`src/rtl/ser_bridge_pkg.sv`:
```
package ser_bridge_pkg;
  localparam int CMD_W = 5;

  localparam logic [7:0] CLASS_READ  = 8'hE8;
  localparam logic [7:0] CLASS_WRITE = 8'h17;

  localparam logic [CMD_W-1:0] CODE_BURST_RD = 5'b00110;
  localparam logic [CMD_W-1:0] CODE_BURST_WR = 5'b10001;
  localparam logic [CMD_W-1:0] CODE_SEL_RD   = 5'b00101;
  localparam logic [CMD_W-1:0] CODE_SEL_WR   = 5'b01110;

  typedef enum logic [2:0] {
    OP_NONE,
    OP_RAM_RD,
    OP_RAM_WR,
    OP_SEL_RD,
    OP_SEL_WR
  } bridge_op_e;

  typedef enum logic [2:0] {
    ST_IDLE,
    ST_FETCH,
    ST_SEND,
    ST_RECV,
    ST_HOLD
  } burst_state_e;
endpackage

```
`src/rtl/sb_line_sync.sv`:
```
module sb_line_sync #(
  parameter int WIDTH  = 3,
  parameter int STAGES = 2
) (
  input  logic             clk,
  input  logic             rst_n,
  input  logic [WIDTH-1:0] d,
  output logic [WIDTH-1:0] q,
  output logic [WIDTH-1:0] rise,
  output logic [WIDTH-1:0] fall
);
  logic [WIDTH-1:0] pipe [STAGES];
  logic [WIDTH-1:0] prev_q;

  always_ff @(posedge clk or negedge rst_n) begin
    if (!rst_n) begin
      for (int i = 0; i < STAGES; i++) pipe[i] <= '0;
      prev_q <= '0;
    end else begin
      pipe[0] <= d;
      for (int i = 1; i < STAGES; i++) pipe[i] <= pipe[i-1];
      prev_q <= pipe[STAGES-1];
    end
  end

  assign q    = pipe[STAGES-1];
  assign rise = q & ~prev_q;
  assign fall = ~q & prev_q;
endmodule

```
`src/rtl/sb_frame_rx.sv`:
```
module sb_frame_rx
  import ser_bridge_pkg::*;
#(
  parameter int FRAME_BITS = 56,
  parameter int ADDR_W     = 19
) (
  input  logic              clk,
  input  logic              rst_n,
  input  logic              en,
  input  logic              rise,
  input  logic              din,
  output logic              frame_done,
  output bridge_op_e        op,
  output logic [ADDR_W-1:0] start_addr
);
  localparam int CW       = $clog2(FRAME_BITS + 1);
  localparam int ADDR_LSB = 8;
  localparam int CMD_LSB  = ADDR_LSB + ADDR_W;

  logic [FRAME_BITS-1:0] frame_q;
  logic [CW-1:0]         cnt_q;
  logic                  done_q;
  logic [7:0]            cls;
  logic [CMD_W-1:0]      code;

  always_ff @(posedge clk or negedge rst_n) begin
    if (!rst_n) begin
      frame_q <= '0;
      cnt_q   <= '0;
      done_q  <= 1'b0;
    end else begin
      done_q <= 1'b0;
      if (!en) begin
        cnt_q <= '0;
      end else if (rise && cnt_q != CW'(FRAME_BITS)) begin
        frame_q[cnt_q] <= din;
        cnt_q          <= cnt_q + 1'b1;
        if (cnt_q == CW'(FRAME_BITS - 1)) done_q <= 1'b1;
      end
    end
  end

  always_comb begin
    cls  = frame_q[7:0];
    code = frame_q[CMD_LSB +: CMD_W];
    op   = OP_NONE;
    if (cls == CLASS_READ) begin
      if (code == CODE_BURST_RD || code[CMD_W-1 -: 2] == 2'b11) op = OP_RAM_RD;
      else if (code == CODE_SEL_RD)                             op = OP_SEL_RD;
    end else if (cls == CLASS_WRITE) begin
      if (code == CODE_BURST_WR)    op = OP_RAM_WR;
      else if (code == CODE_SEL_WR) op = OP_SEL_WR;
    end
  end

  assign start_addr = frame_q[ADDR_LSB +: ADDR_W];
  assign frame_done = done_q;

  // the end of a frame is signalled exactly once
  p_done_single_r1: assert property (@(posedge clk) disable iff (!rst_n)
    frame_done |=> !frame_done);

  // the bit count cannot advance while the enable line is low
  p_cnt_idle_r10: assert property (@(posedge clk) disable iff (!rst_n)
    (!en && $past(!en)) |-> cnt_q == '0);
endmodule

```
`src/rtl/sb_burst_engine.sv`:
```
module sb_burst_engine
  import ser_bridge_pkg::*;
#(
  parameter int ADDR_W = 19,
  parameter int DATA_W = 8
) (
  input  logic              clk,
  input  logic              rst_n,
  input  logic              en,
  input  logic              rise,
  input  logic              fall,
  input  logic              din,
  input  logic              frame_done,
  input  bridge_op_e        op,
  input  logic [ADDR_W-1:0] start_addr,
  input  logic [DATA_W-1:0] ram_rdata,
  output logic              dq_out,
  output logic              dq_oe,
  output logic [ADDR_W-1:0] ram_addr,
  output logic [DATA_W-1:0] ram_wdata,
  output logic              ram_we,
  output logic              ram_re
);
  localparam int BC_W = $clog2(DATA_W);
  localparam logic [BC_W-1:0] LAST_BIT = BC_W'(DATA_W - 1);

  burst_state_e      state_q;
  logic [ADDR_W-1:0] addr_q;
  logic [DATA_W-1:0] shreg_q, sel_q, wdata_q, asm_byte;
  logic [BC_W-1:0]   bitcnt_q;
  logic              is_sel_q, wait_q, we_q, re_q, dq_q, oe_q, commit;

  always_comb begin
    asm_byte = {din, shreg_q[DATA_W-1:1]};
    commit   = (state_q == ST_RECV) && rise && (bitcnt_q == LAST_BIT);
  end

  always_ff @(posedge clk or negedge rst_n) begin
    if (!rst_n) begin
      state_q  <= ST_IDLE;
      addr_q   <= '0;
      shreg_q  <= '0;
      sel_q    <= '0;
      wdata_q  <= '0;
      bitcnt_q <= '0;
      is_sel_q <= 1'b0;
      wait_q   <= 1'b0;
      we_q     <= 1'b0;
      re_q     <= 1'b0;
      dq_q     <= 1'b0;
      oe_q     <= 1'b0;
    end else begin
      we_q <= 1'b0;
      re_q <= 1'b0;
      if (we_q) addr_q <= addr_q + 1'b1;
      if (commit) begin
        if (is_sel_q) sel_q <= asm_byte;
        else begin
          we_q    <= 1'b1;
          wdata_q <= asm_byte;
        end
      end
      if (!en) begin
        state_q  <= ST_IDLE;
        oe_q     <= 1'b0;
        bitcnt_q <= '0;
        wait_q   <= 1'b0;
      end else begin
        unique case (state_q)
          ST_IDLE: if (frame_done) begin
            addr_q   <= start_addr;
            bitcnt_q <= '0;
            case (op)
              OP_RAM_RD: begin is_sel_q <= 1'b0; re_q <= 1'b1; wait_q <= 1'b1; state_q <= ST_FETCH; end
              OP_SEL_RD: begin is_sel_q <= 1'b1; wait_q <= 1'b1; state_q <= ST_FETCH; end
              OP_RAM_WR: begin is_sel_q <= 1'b0; state_q <= ST_RECV; end
              OP_SEL_WR: begin is_sel_q <= 1'b1; state_q <= ST_RECV; end
              default:   state_q <= ST_HOLD;
            endcase
          end
          ST_FETCH: if (wait_q) begin
            wait_q <= 1'b0;
          end else begin
            shreg_q <= is_sel_q ? sel_q : ram_rdata;
            if (!is_sel_q) addr_q <= addr_q + 1'b1;
            state_q <= ST_SEND;
          end
          ST_SEND: if (fall) begin
            dq_q     <= shreg_q[0];
            oe_q     <= 1'b1;
            shreg_q  <= shreg_q >> 1;
            bitcnt_q <= bitcnt_q + 1'b1;
            if (bitcnt_q == LAST_BIT) begin
              state_q <= ST_FETCH;
              wait_q  <= 1'b1;
              re_q    <= !is_sel_q;
            end
          end
          ST_RECV: if (rise) begin
            shreg_q  <= asm_byte;
            bitcnt_q <= bitcnt_q + 1'b1;
            if (bitcnt_q == LAST_BIT && is_sel_q) state_q <= ST_HOLD;
          end
          ST_HOLD: ;
          default: state_q <= ST_IDLE;
        endcase
      end
    end
  end

  assign ram_addr  = addr_q;
  assign ram_wdata = wdata_q;
  assign ram_we    = we_q;
  assign ram_re    = re_q;
  assign dq_out    = dq_q;
  assign dq_oe     = oe_q;

  // read and write strobes never overlap
  p_strobe_excl_r12: assert property (@(posedge clk) disable iff (!rst_n)
    !(ram_we && ram_re));

  // one write strobe per byte, never two in a row
  p_we_pulse_r4: assert property (@(posedge clk) disable iff (!rst_n)
    ram_we |=> !ram_we);

  // the address steps by one right after each written byte
  p_addr_step_r5: assert property (@(posedge clk) disable iff (!rst_n)
    ram_we |=> ram_addr == ADDR_W'($past(ram_addr) + 1'b1));

  // output enable drops once the enable line is low
  p_oe_release_r10: assert property (@(posedge clk) disable iff (!rst_n)
    !en |=> !dq_oe);

  // driven data only changes after a falling serial edge
  p_dq_on_fall_r3: assert property (@(posedge clk) disable iff (!rst_n)
    (dq_oe && $past(dq_oe) && !$past(fall)) |-> $stable(dq_out));
endmodule

```
`src/rtl/ser_ram_bridge.sv`:
```
module ser_ram_bridge
  import ser_bridge_pkg::*;
#(
  parameter int ADDR_W      = 19,
  parameter int DATA_W      = 8,
  parameter int FRAME_BITS  = 56,
  parameter int SYNC_STAGES = 2
) (
  input  logic              clk,
  input  logic              rst_n,
  input  logic              ser_en,
  input  logic              ser_clk,
  input  logic              ser_dq_in,
  output logic              ser_dq_out,
  output logic              ser_dq_oe,
  output logic [ADDR_W-1:0] ram_addr,
  output logic [DATA_W-1:0] ram_wdata,
  output logic              ram_we,
  output logic              ram_re,
  input  logic [DATA_W-1:0] ram_rdata
);
  localparam int LINES = 3;
  localparam int L_EN  = 0;
  localparam int L_CLK = 1;
  localparam int L_DQ  = 2;

  logic [LINES-1:0]  lvl, rise_v, fall_v;
  logic              frame_done;
  bridge_op_e        op;
  logic [ADDR_W-1:0] start_addr;

  sb_line_sync #(.WIDTH(LINES), .STAGES(SYNC_STAGES)) u_sync (
    .clk  (clk),
    .rst_n(rst_n),
    .d    ({ser_dq_in, ser_clk, ser_en}),
    .q    (lvl),
    .rise (rise_v),
    .fall (fall_v)
  );

  sb_frame_rx #(.FRAME_BITS(FRAME_BITS), .ADDR_W(ADDR_W)) u_frame (
    .clk       (clk),
    .rst_n     (rst_n),
    .en        (lvl[L_EN]),
    .rise      (rise_v[L_CLK]),
    .din       (lvl[L_DQ]),
    .frame_done(frame_done),
    .op        (op),
    .start_addr(start_addr)
  );

  sb_burst_engine #(.ADDR_W(ADDR_W), .DATA_W(DATA_W)) u_engine (
    .clk       (clk),
    .rst_n     (rst_n),
    .en        (lvl[L_EN]),
    .rise      (rise_v[L_CLK]),
    .fall      (fall_v[L_CLK]),
    .din       (lvl[L_DQ]),
    .frame_done(frame_done),
    .op        (op),
    .start_addr(start_addr),
    .ram_rdata (ram_rdata),
    .dq_out    (ser_dq_out),
    .dq_oe     (ser_dq_oe),
    .ram_addr  (ram_addr),
    .ram_wdata (ram_wdata),
    .ram_we    (ram_we),
    .ram_re    (ram_re)
  );
endmodule

```
`config.mk`:
```
export PLATFORM = sky130hd
export DESIGN_NAME = ser_ram_bridge
export DESIGN_NICKNAME = d
export VERILOG_FILES = /design/src/rtl/ser_bridge_pkg.sv /design/src/rtl/sb_line_sync.sv /design/src/rtl/sb_frame_rx.sv /design/src/rtl/sb_burst_engine.sv /design/src/rtl/ser_ram_bridge.sv
export SDC_FILE = /design/constraint.sdc
export NUM_CORES = 1
export LEC_CHECK = 0
export BUFFER_PORTS_ARGS = -buffer_cell sky130_fd_sc_hd__buf_2
export CAP_MARGIN = 20
export CELL_PAD_IN_SITES_DETAIL_PLACEMENT = 1
export CELL_PAD_IN_SITES_GLOBAL_PLACEMENT = 1
export CORE_MARGIN = 2
export CORE_UTILIZATION = 49
export CTS_BUF_LIST = sky130_fd_sc_hd__clkbuf_8
export DETAILED_ROUTE_END_ITERATION = 10
export GPL_TIMING_DRIVEN = 0
export PLACE_DENSITY = 0.89
export SETUP_SLACK_MARGIN = 0.05
export SKIP_LAST_GASP = 1
export SLEW_MARGIN = 20
export SYNTH_ARGS = -nofsm -noshare
export SYNTH_HDL_FRONTEND = slang
export SYNTH_SLANG_ARGS = --single-unit
```
`constraint.sdc`:
```
create_clock -name clk -period 2.2 [get_ports clk]
set_input_delay 0.66 -clock clk [delete_from_list [all_inputs] [get_ports clk]]
set_output_delay 0.66 -clock clk [all_outputs]
set_load 0.005 [all_outputs]
```
==> qor.txt, run 1 <==
Post-Route WL = 14110 um
Layout overhead on the synthesized area = 13.68%
Share of layout cells above drive strength 1 = 26.30%
Crit path max-delay family = simple AND/OR/NAND/NOR gates
Levels on crit path = 5
CTS tree = done
Crit path from = u_sync.q[1]
DR vias/cell = 6.127
Post-synth EDFFs = 0
Finished Cell Area = 0.005883 mm^2
Hold crit path type = in2async
Post-Synth Simple-Gate Area = 20.67%
ANT nets after route = 0
Min cycle time layout = 2.156 ns
FF-to-FF Start = u_sync.q[1]
Clk sink count = 101
Slowest library cell on the worst path = nor3b_2
Crit path capture = u_frame.frame_q[23]
Synth Area in Compound Gates = 11.68%
Initial antenna violation count = 0
Worst Path Arrival = 2.41 ns
Critical-path cell list = nor2b_4 > nand3b_1 > nor3b_2 > nand4_1 > mux2_2
RSZ-0062 raised after global routing = yes
Global Route Usage Sum = 25.35%
Die width = 106.8 um
Detailed placement HPWL = 9653 um
Worst flop-to-flop path endpoint = u_frame.frame_q[23]
Fin. max-slew vios = 0
Routability cong. = 0.8337
Post-Syn Nets = 513
Worst Setup Path Type = reg2reg
Yosys warnings = 0
Period utilization = 97.98%
Syn avg cell area = 10.45 um^2
Status = completed
Top cells by area, synth = dfrtp_1 49%, mux2_2 8.5%, nand2_1 4.5%
Fmax = 463.9 MHz
Register-to-Register Setup Slack = 0.04 ns
Clock Tree Buf Depth = 2
Site row count = 37
Largest net degree at the start of global routing = 80
Num CTS Buffers = 9
DRC = 0
Initial DRC Count = 248
Least-Margin Pin Slew = 0.8664 ns
Port buffer count = 43
WP data required = 2.45 ns
Pwr Density = 569.6 mW/mm^2
Fin. Hold Viols = 0
CP startpoint kind = register
Congestion Overflow GR = 0
Core Area = 0.01028 mm^2
First-pass iteration count of the detailed router = 5
Worst setup margin = 0.04442 ns
Critical Path Max Stage Delay = 0.59 ns
Pre-CTS setup slack = 0.06355 ns
Clock-pin slew on the worst setup and hold paths = 0.12 ns
Register area share after synthesis = 48.84%
Initial Util = 50.35%
# fillers = 1166
CTS Root Cell = clkbuf_8
Fraction of the mapped netlist area in adder cells = 1.209%
Endpoints failing setup = 0
Worst r2r path cells = 5
First-pass GRT wire length = 22940 um
Die Y = 106.8 um
Cell area after placement = 0.005594 mm^2
Post-Syn Instances = 495
# nets final = 572
Worst skew pair latency = 0.38 ns
Worst IR Drop VDD = 302.7 uV
Final Core Density = 57.24%
Critical Path Fanout Max = 8
Maxcap violations = 0
Number of global-route vias before repair = 4443
CP endpoint kind = register
Max-Slew Margin vs Limit = 41.71%
#FFs+latches synth = 101
Area leader, netlist = dfrtp_1
Yosys top cell area share = 48.84%
CP Buf/Inv Count = 0
Yosys cell types = 70
Post-synth top flop = dfrtp_1
IO Count = 44
Largest family of logic cells by synthesized area = simple AND/OR/NAND/NOR gates
Vias = 4258
H-Tree Depth = 3
Post-synthesis xor/xnor area fraction = 1.185%
DR WL/cell = 20.30 um
Mux share of post-synthesis cell area = 13.85%
Leakage = 2.706 nW
Clock Skew = 0.01970 ns
Die area = 0.01140 mm^2
Ys async rst share = 100.0%
Post-Syn Area = 0.005175 mm^2
Ant diodes = 0
-- worst register-to-register path: cells and delay by family (launching register included) --
kind,cells,cell delay (ns)
multiplexers,1,0.31
AND/OR/NAND/NOR,4,1.29
flip-flops,1,0.43
-- repair_timing --
action	in CTS	in global routing
setup buffers	1	3
pin swaps	1	1
setup endpoints to repair	3	47
gates cloned	0	1
endpoints found under the hold margin	0	0
hold buffers	0	0
resized for setup	1	16
-- power by group --
part | internal, mW | switching [mW]
registers | 1.88 | 0.0331
clock network | 0.442 | 0.754
logic | 0.0819 | 0.156
total | 2.41 | 0.943
-- placed cells by master (no fill, tap or decap), types with 10 or more instances in the layout --
cell type  instances
dfrtp_1          100
nand2_1           62
buf_2             48
mux2_2            39
nor2_1            26
a21oi_1           23
o21ai_0           23
clkbuf_1          13
nand3_1           12
nand2b_1          12
and3_1            10
-- through the flow --
stage | setup TNS (ns) | total power [mW] | std cells | hold WS (ns)
6_report | 0 | 3.351 | 695 | 0.1151
5_1_grt | -0.1339 | 3.470 | 695 | 0.1217
4_1_cts | 0 | 3.344 | 692 | 0.1248
3_5_place_dp | 0 | 2.180 | 675 | 0.3363
3_3_place_gp | -58.77 | 2.160 | 674 | 0.3323
2_1_floorplan | 0 | 2.076 | 495 | 0.3312
-- registers in the layout, summed over array words and instances, names as in the netlist, 3 cells and up --
register	cells
u_frame.cnt_q	6
u_engine.bitcnt_q	3
u_sync.q	3
u_engine.ram_wdata	8
u_engine.shreg_q	8
u_sync.pipe	3
u_engine.state_q	3
u_engine.ram_addr	19
u_engine.sel_q	8
u_frame.frame_q	32
-- cell families (layout without fill, tap and decap cells) --
logic type,Yosys count,count (layout)
xor gates and xnor gates,7,7
AOI/OAI and AO/OA,93,93
adders and majority gates,5,5
and+or+nand+nor,195,195
buffers and inverters,32,96
muxes,62,62
DFF,101,101
-- how the worst min path moves through the flow --
| stage | start | end | slack [ns] | depth (start not counted) |
|---|---|---|---|---|
| floorplan | u_sync.pipe[3] | u_sync.q[0] | 0.33 | 0 |
| global placement | u_sync.pipe[4] | u_sync.q[1] | 0.33 | 0 |
| detailed placement | u_sync.pipe[4] | u_sync.q[1] | 0.34 | 0 |
| CTS | rst_n | u_engine.state_q[2] | 0.12 | 1 |
| global route | rst_n | u_engine.ram_addr[4] | 0.12 | 1 |
| finish | rst_n | u_engine.ram_addr[4] | 0.12 | 1 |
-- cell usage after synthesis (3+ instances only) --
master and instances:
a21oi_1 23, nand4_1 9, nor3_1 10, mux2i_1 9
nor2_1 28, or3_1 6, o211ai_1 3, and2_1 5
nand3_1 12, ha_1 5, nor3b_1 3, nor2b_1 4
a22oi_1 5, xnor2_1 5, o31ai_1 4, o21ai_1 5
a31oi_1 3, a32oi_1 3, nand2_1 62, nor4_1 4
and3b_1 3, nand3b_1 3, and3_1 10, nand2b_1 12
mux2_4 8, a221o_1 4, o21ai_0 23, mux2_2 39
inv_1 8, buf_2 7, clkbuf_1 16, mux2_1 6
dfrtp_1 101
-- routing by layer --
| metal | wire length [um] | GRT usage [%] |
|---|---|---|
| met5 | 0 | 0 |
| met4 | 301 | 7.236 |
| met3 | 687 | 5.167 |
| met2 | 7205 | 42.72 |
| met1 | 5913 | 33.23 |
-- final cells by class --
cell class | instances | area [um^2] | area share, %
multi-input combinational | 362 | 2559 | 43.49
sequential | 101 | 2529 | 42.98
clock buffer | 9 | 123.9 | 2.105
timing repair buffer | 49 | 296.5 | 5.040
buffer | 23 | 106.4 | 1.808
inverter | 8 | 30.03 | 0.5104
clock inverter | 7 | 68.82 | 1.170
tap | 136 | 170.2 | 2.892
(Power assumes the default switching activity.)
==> run 2: changes to the inputs <==
- CORE_UTILIZATION: 49 -> 53
- PLACE_DENSITY: 0.89 -> 0.95
- clock period: 2.2 -> 2.8 ns (I/O delays scaled with it)
==> run 2 against run 1 <==
Effect of this change: die area down 7.3%; register-to-register slack gained 0.41 ns; hold slack improved by 0.17 ns; largest cell class is now registers; critical path type unchanged; sequential cell count is the same.
==> qor.txt, run 2 (same netlist as run 1, synthesis figures left out) <==
Layout overhead on the synthesized area = 13.01% (was 13.68%)
# nets final = 568 (was 572)
Post-CTS Setup Repair Bufs = 0 (was 1)
Maxcap violations = 0 (unchanged)
CTS tree = done (unchanged)
DR vias/cell = 6.480 (was 6.127)
Multi-input gate area = 0.002515 mm^2 (was 0.002559 mm^2)
Number of global-route vias before repair = 4629 (was 4443)
Congestion Overflow GR = 0 (unchanged)
Largest net degree at the start of global routing = 77 (was 80)
Design Power = 2.898 mW (was 3.351 mW)
DR WL/cell = 23.96 um (was 20.30 um)
Largest register by flop count = u_frame.frame_q (unchanged)
Num CTS Buffers = 9 (unchanged)
Max-Slew Margin vs Limit = 22.47% (was 41.71%)
Pwr Density = 495.5 mW/mm^2 (was 569.6 mW/mm^2)
ANT nets after route = 0 (unchanged)
Fin. Hold Viols = 0 (unchanged)
Clock Skew = 0.02140 ns (was 0.01970 ns)
WP data required = 3.12 ns (was 2.45 ns)
Period utilization = 83.91% (was 97.98%)
Die Y = 102.8 um (was 106.8 um)
Post-Route WL = 16490 um (was 14110 um)
Clock Tree Buf Depth = 2 (unchanged)
CTS Root Cell = clkbuf_8 (unchanged)
Routing usage on met1 = 39.90% (was 33.23%)
Core Area = 0.009639 mm^2 (was 0.01028 mm^2)
CP endpoint kind = register (unchanged)
Worst Path Arrival = 2.67 ns (was 2.41 ns)
# fillers = 1096 (was 1166)
Share of layout cells above drive strength 1 = 23.78% (was 26.30%)
Leakage = 2.701 nW (was 2.706 nW)
Initial antenna violation count = 0 (unchanged)
Clock-pin slew on the worst setup and hold paths = 0.11 ns (was 0.12 ns)
Sequential Area = 0.002527 mm^2 (was 0.002529 mm^2)
Worst skew pair latency = 0.41 ns (was 0.38 ns)
DRC = 0 (unchanged)
Routability cong. = 0.8546 (was 0.8337)
Fmax = 425.7 MHz (was 463.9 MHz)
Post-CTS resize count = 0 (was 1)
Hold crit path type = in2async (unchanged)
Clk sink count = 101 (unchanged)
GR met2 Demand/Resource = 55.25% (was 42.72%)
CP startpoint kind = register (unchanged)
Initial DRC Count = 367 (was 248)
Ant diodes = 0 (unchanged)
First-pass GRT wire length = 25850 um (was 22940 um)
Detailed placement HPWL = 10930 um (was 9653 um)
# hold bufs at CTS = 0 (unchanged)
Endpoints failing setup = 0 (unchanged)
RSZ-0062 raised after global routing = no (was yes)
Grt met3 use = 9.017% (was 5.167%)
Vias = 4458 (was 4258)
Fin. max-slew vios = 0 (unchanged)
Min cycle time layout = 2.349 ns (was 2.156 ns)
Max FFs per register = 32 (unchanged)
Port buffer count = 43 (unchanged)
Global Route Usage Sum = 33.10% (was 25.35%)
IO Count = 44 (unchanged)
Global route hottest layer = met2 (unchanged)
Final Core Density = 60.67% (was 57.24%)
Site row count = 36 (was 37)
TNS Setup = 0 ns (unchanged)
Commonest non-fill, non-tap cells in the layout = 101 x dfrtp_1, 62 x nand2_1, 49 x buf_2, 39 x mux2_2, 28 x nor2_1 (was 100 x dfrtp_1, 62 x nand2_1, 48 x buf_2, 39 x mux2_2, 26 x nor2_1)
Worst Setup Path Type = reg2reg (unchanged)
Leading cell type in the layout, fill and taps excluded = dfrtp_1 (unchanged)
Status = completed (unchanged)
Worst IR Drop VDD = 343.6 uV (was 302.7 uV)
First-pass iteration count of the detailed router = 5 (unchanged)
Least-Margin Pin Slew = 1.152 ns (was 0.8664 ns)
Initial Util = 53.69% (was 50.35%)
H-Tree Depth = 3 (unchanged)
Die width = 102.8 um (was 106.8 um)
Die area = 0.01057 mm^2 (was 0.01140 mm^2)
Critical Path Fanout Max = 10 (was 8)
[run 2: power breakdown]
group | total (mW) | switching, mW | internal (mW)
clock network | 1.20 | 0.557 | 0.644
logic | 0.190 | 0.127 | 0.0629
registers | 1.51 | 0.0262 | 1.48
total | 2.90 | 0.711 | 2.19
[run 2: routing by layer]
layer,up-vias,share of wire (%)
met2,193,50
met1,2306,39
met5,-,0
met4,0,4.7
met3,66,6.2
li1,1893,-
[run 2: worst max-delay path, cell delays in order (launching register included)]
cell	delay [ns]
dfrtp_1	0.47
clkbuf_1	0.42
nor2b_1	0.20
o211ai_1	0.40
clkbuf_1	0.48
nand2_1	0.16
o21ai_0	0.13
[run 2: cell type report]
cell class | instances | share of cell area, %
well taps | 133 | 2.846
plain buffers | 24 | 1.754
repair buffers | 44 | 4.258
clock inverters | 5 | 1.819
flip-flops and latches | 101 | 43.22
inverters | 8 | 0.5135
clock buffers | 11 | 2.589
multi-input cells | 362 | 43.00
[run 2: worst paths after layout]
path	from	end	slack (ns)	depth (start not counted)
max	u_engine.state_q[2]	u_engine.shreg_q[2]	0.45	6
min	rst_n	u_engine.ram_addr[4]	0.29	1
max reg2reg	u_engine.state_q[2]	u_engine.shreg_q[2]	0.45	6
min reg2reg	u_sync.pipe[3]	u_sync.q[0]	0.37	0
max in group asynchronous	rst_n	u_sync.q[2]	1.85	2
min in group clk	u_sync.pipe[3]	u_sync.q[0]	0.37	0
[run 2: per-stage QoR]
step / setup slack [ns] / cell area, um^2 / hold WS (ns) / instances
6_report: 0.4507 / 5848 / 0.2885 / 688
5_1_grt: 0.2659 / 5848 / 0.3047 / 688
4_1_cts: 0.5088 / 5848 / 0.2981 / 688
3_5_place_dp: 0.6237 / 5590 / 0.3378 / 672
3_3_place_gp: -0.1387 / 5557 / 0.3317 / 671
2_1_floorplan: 0.8662 / 5175 / 0.3312 / 495
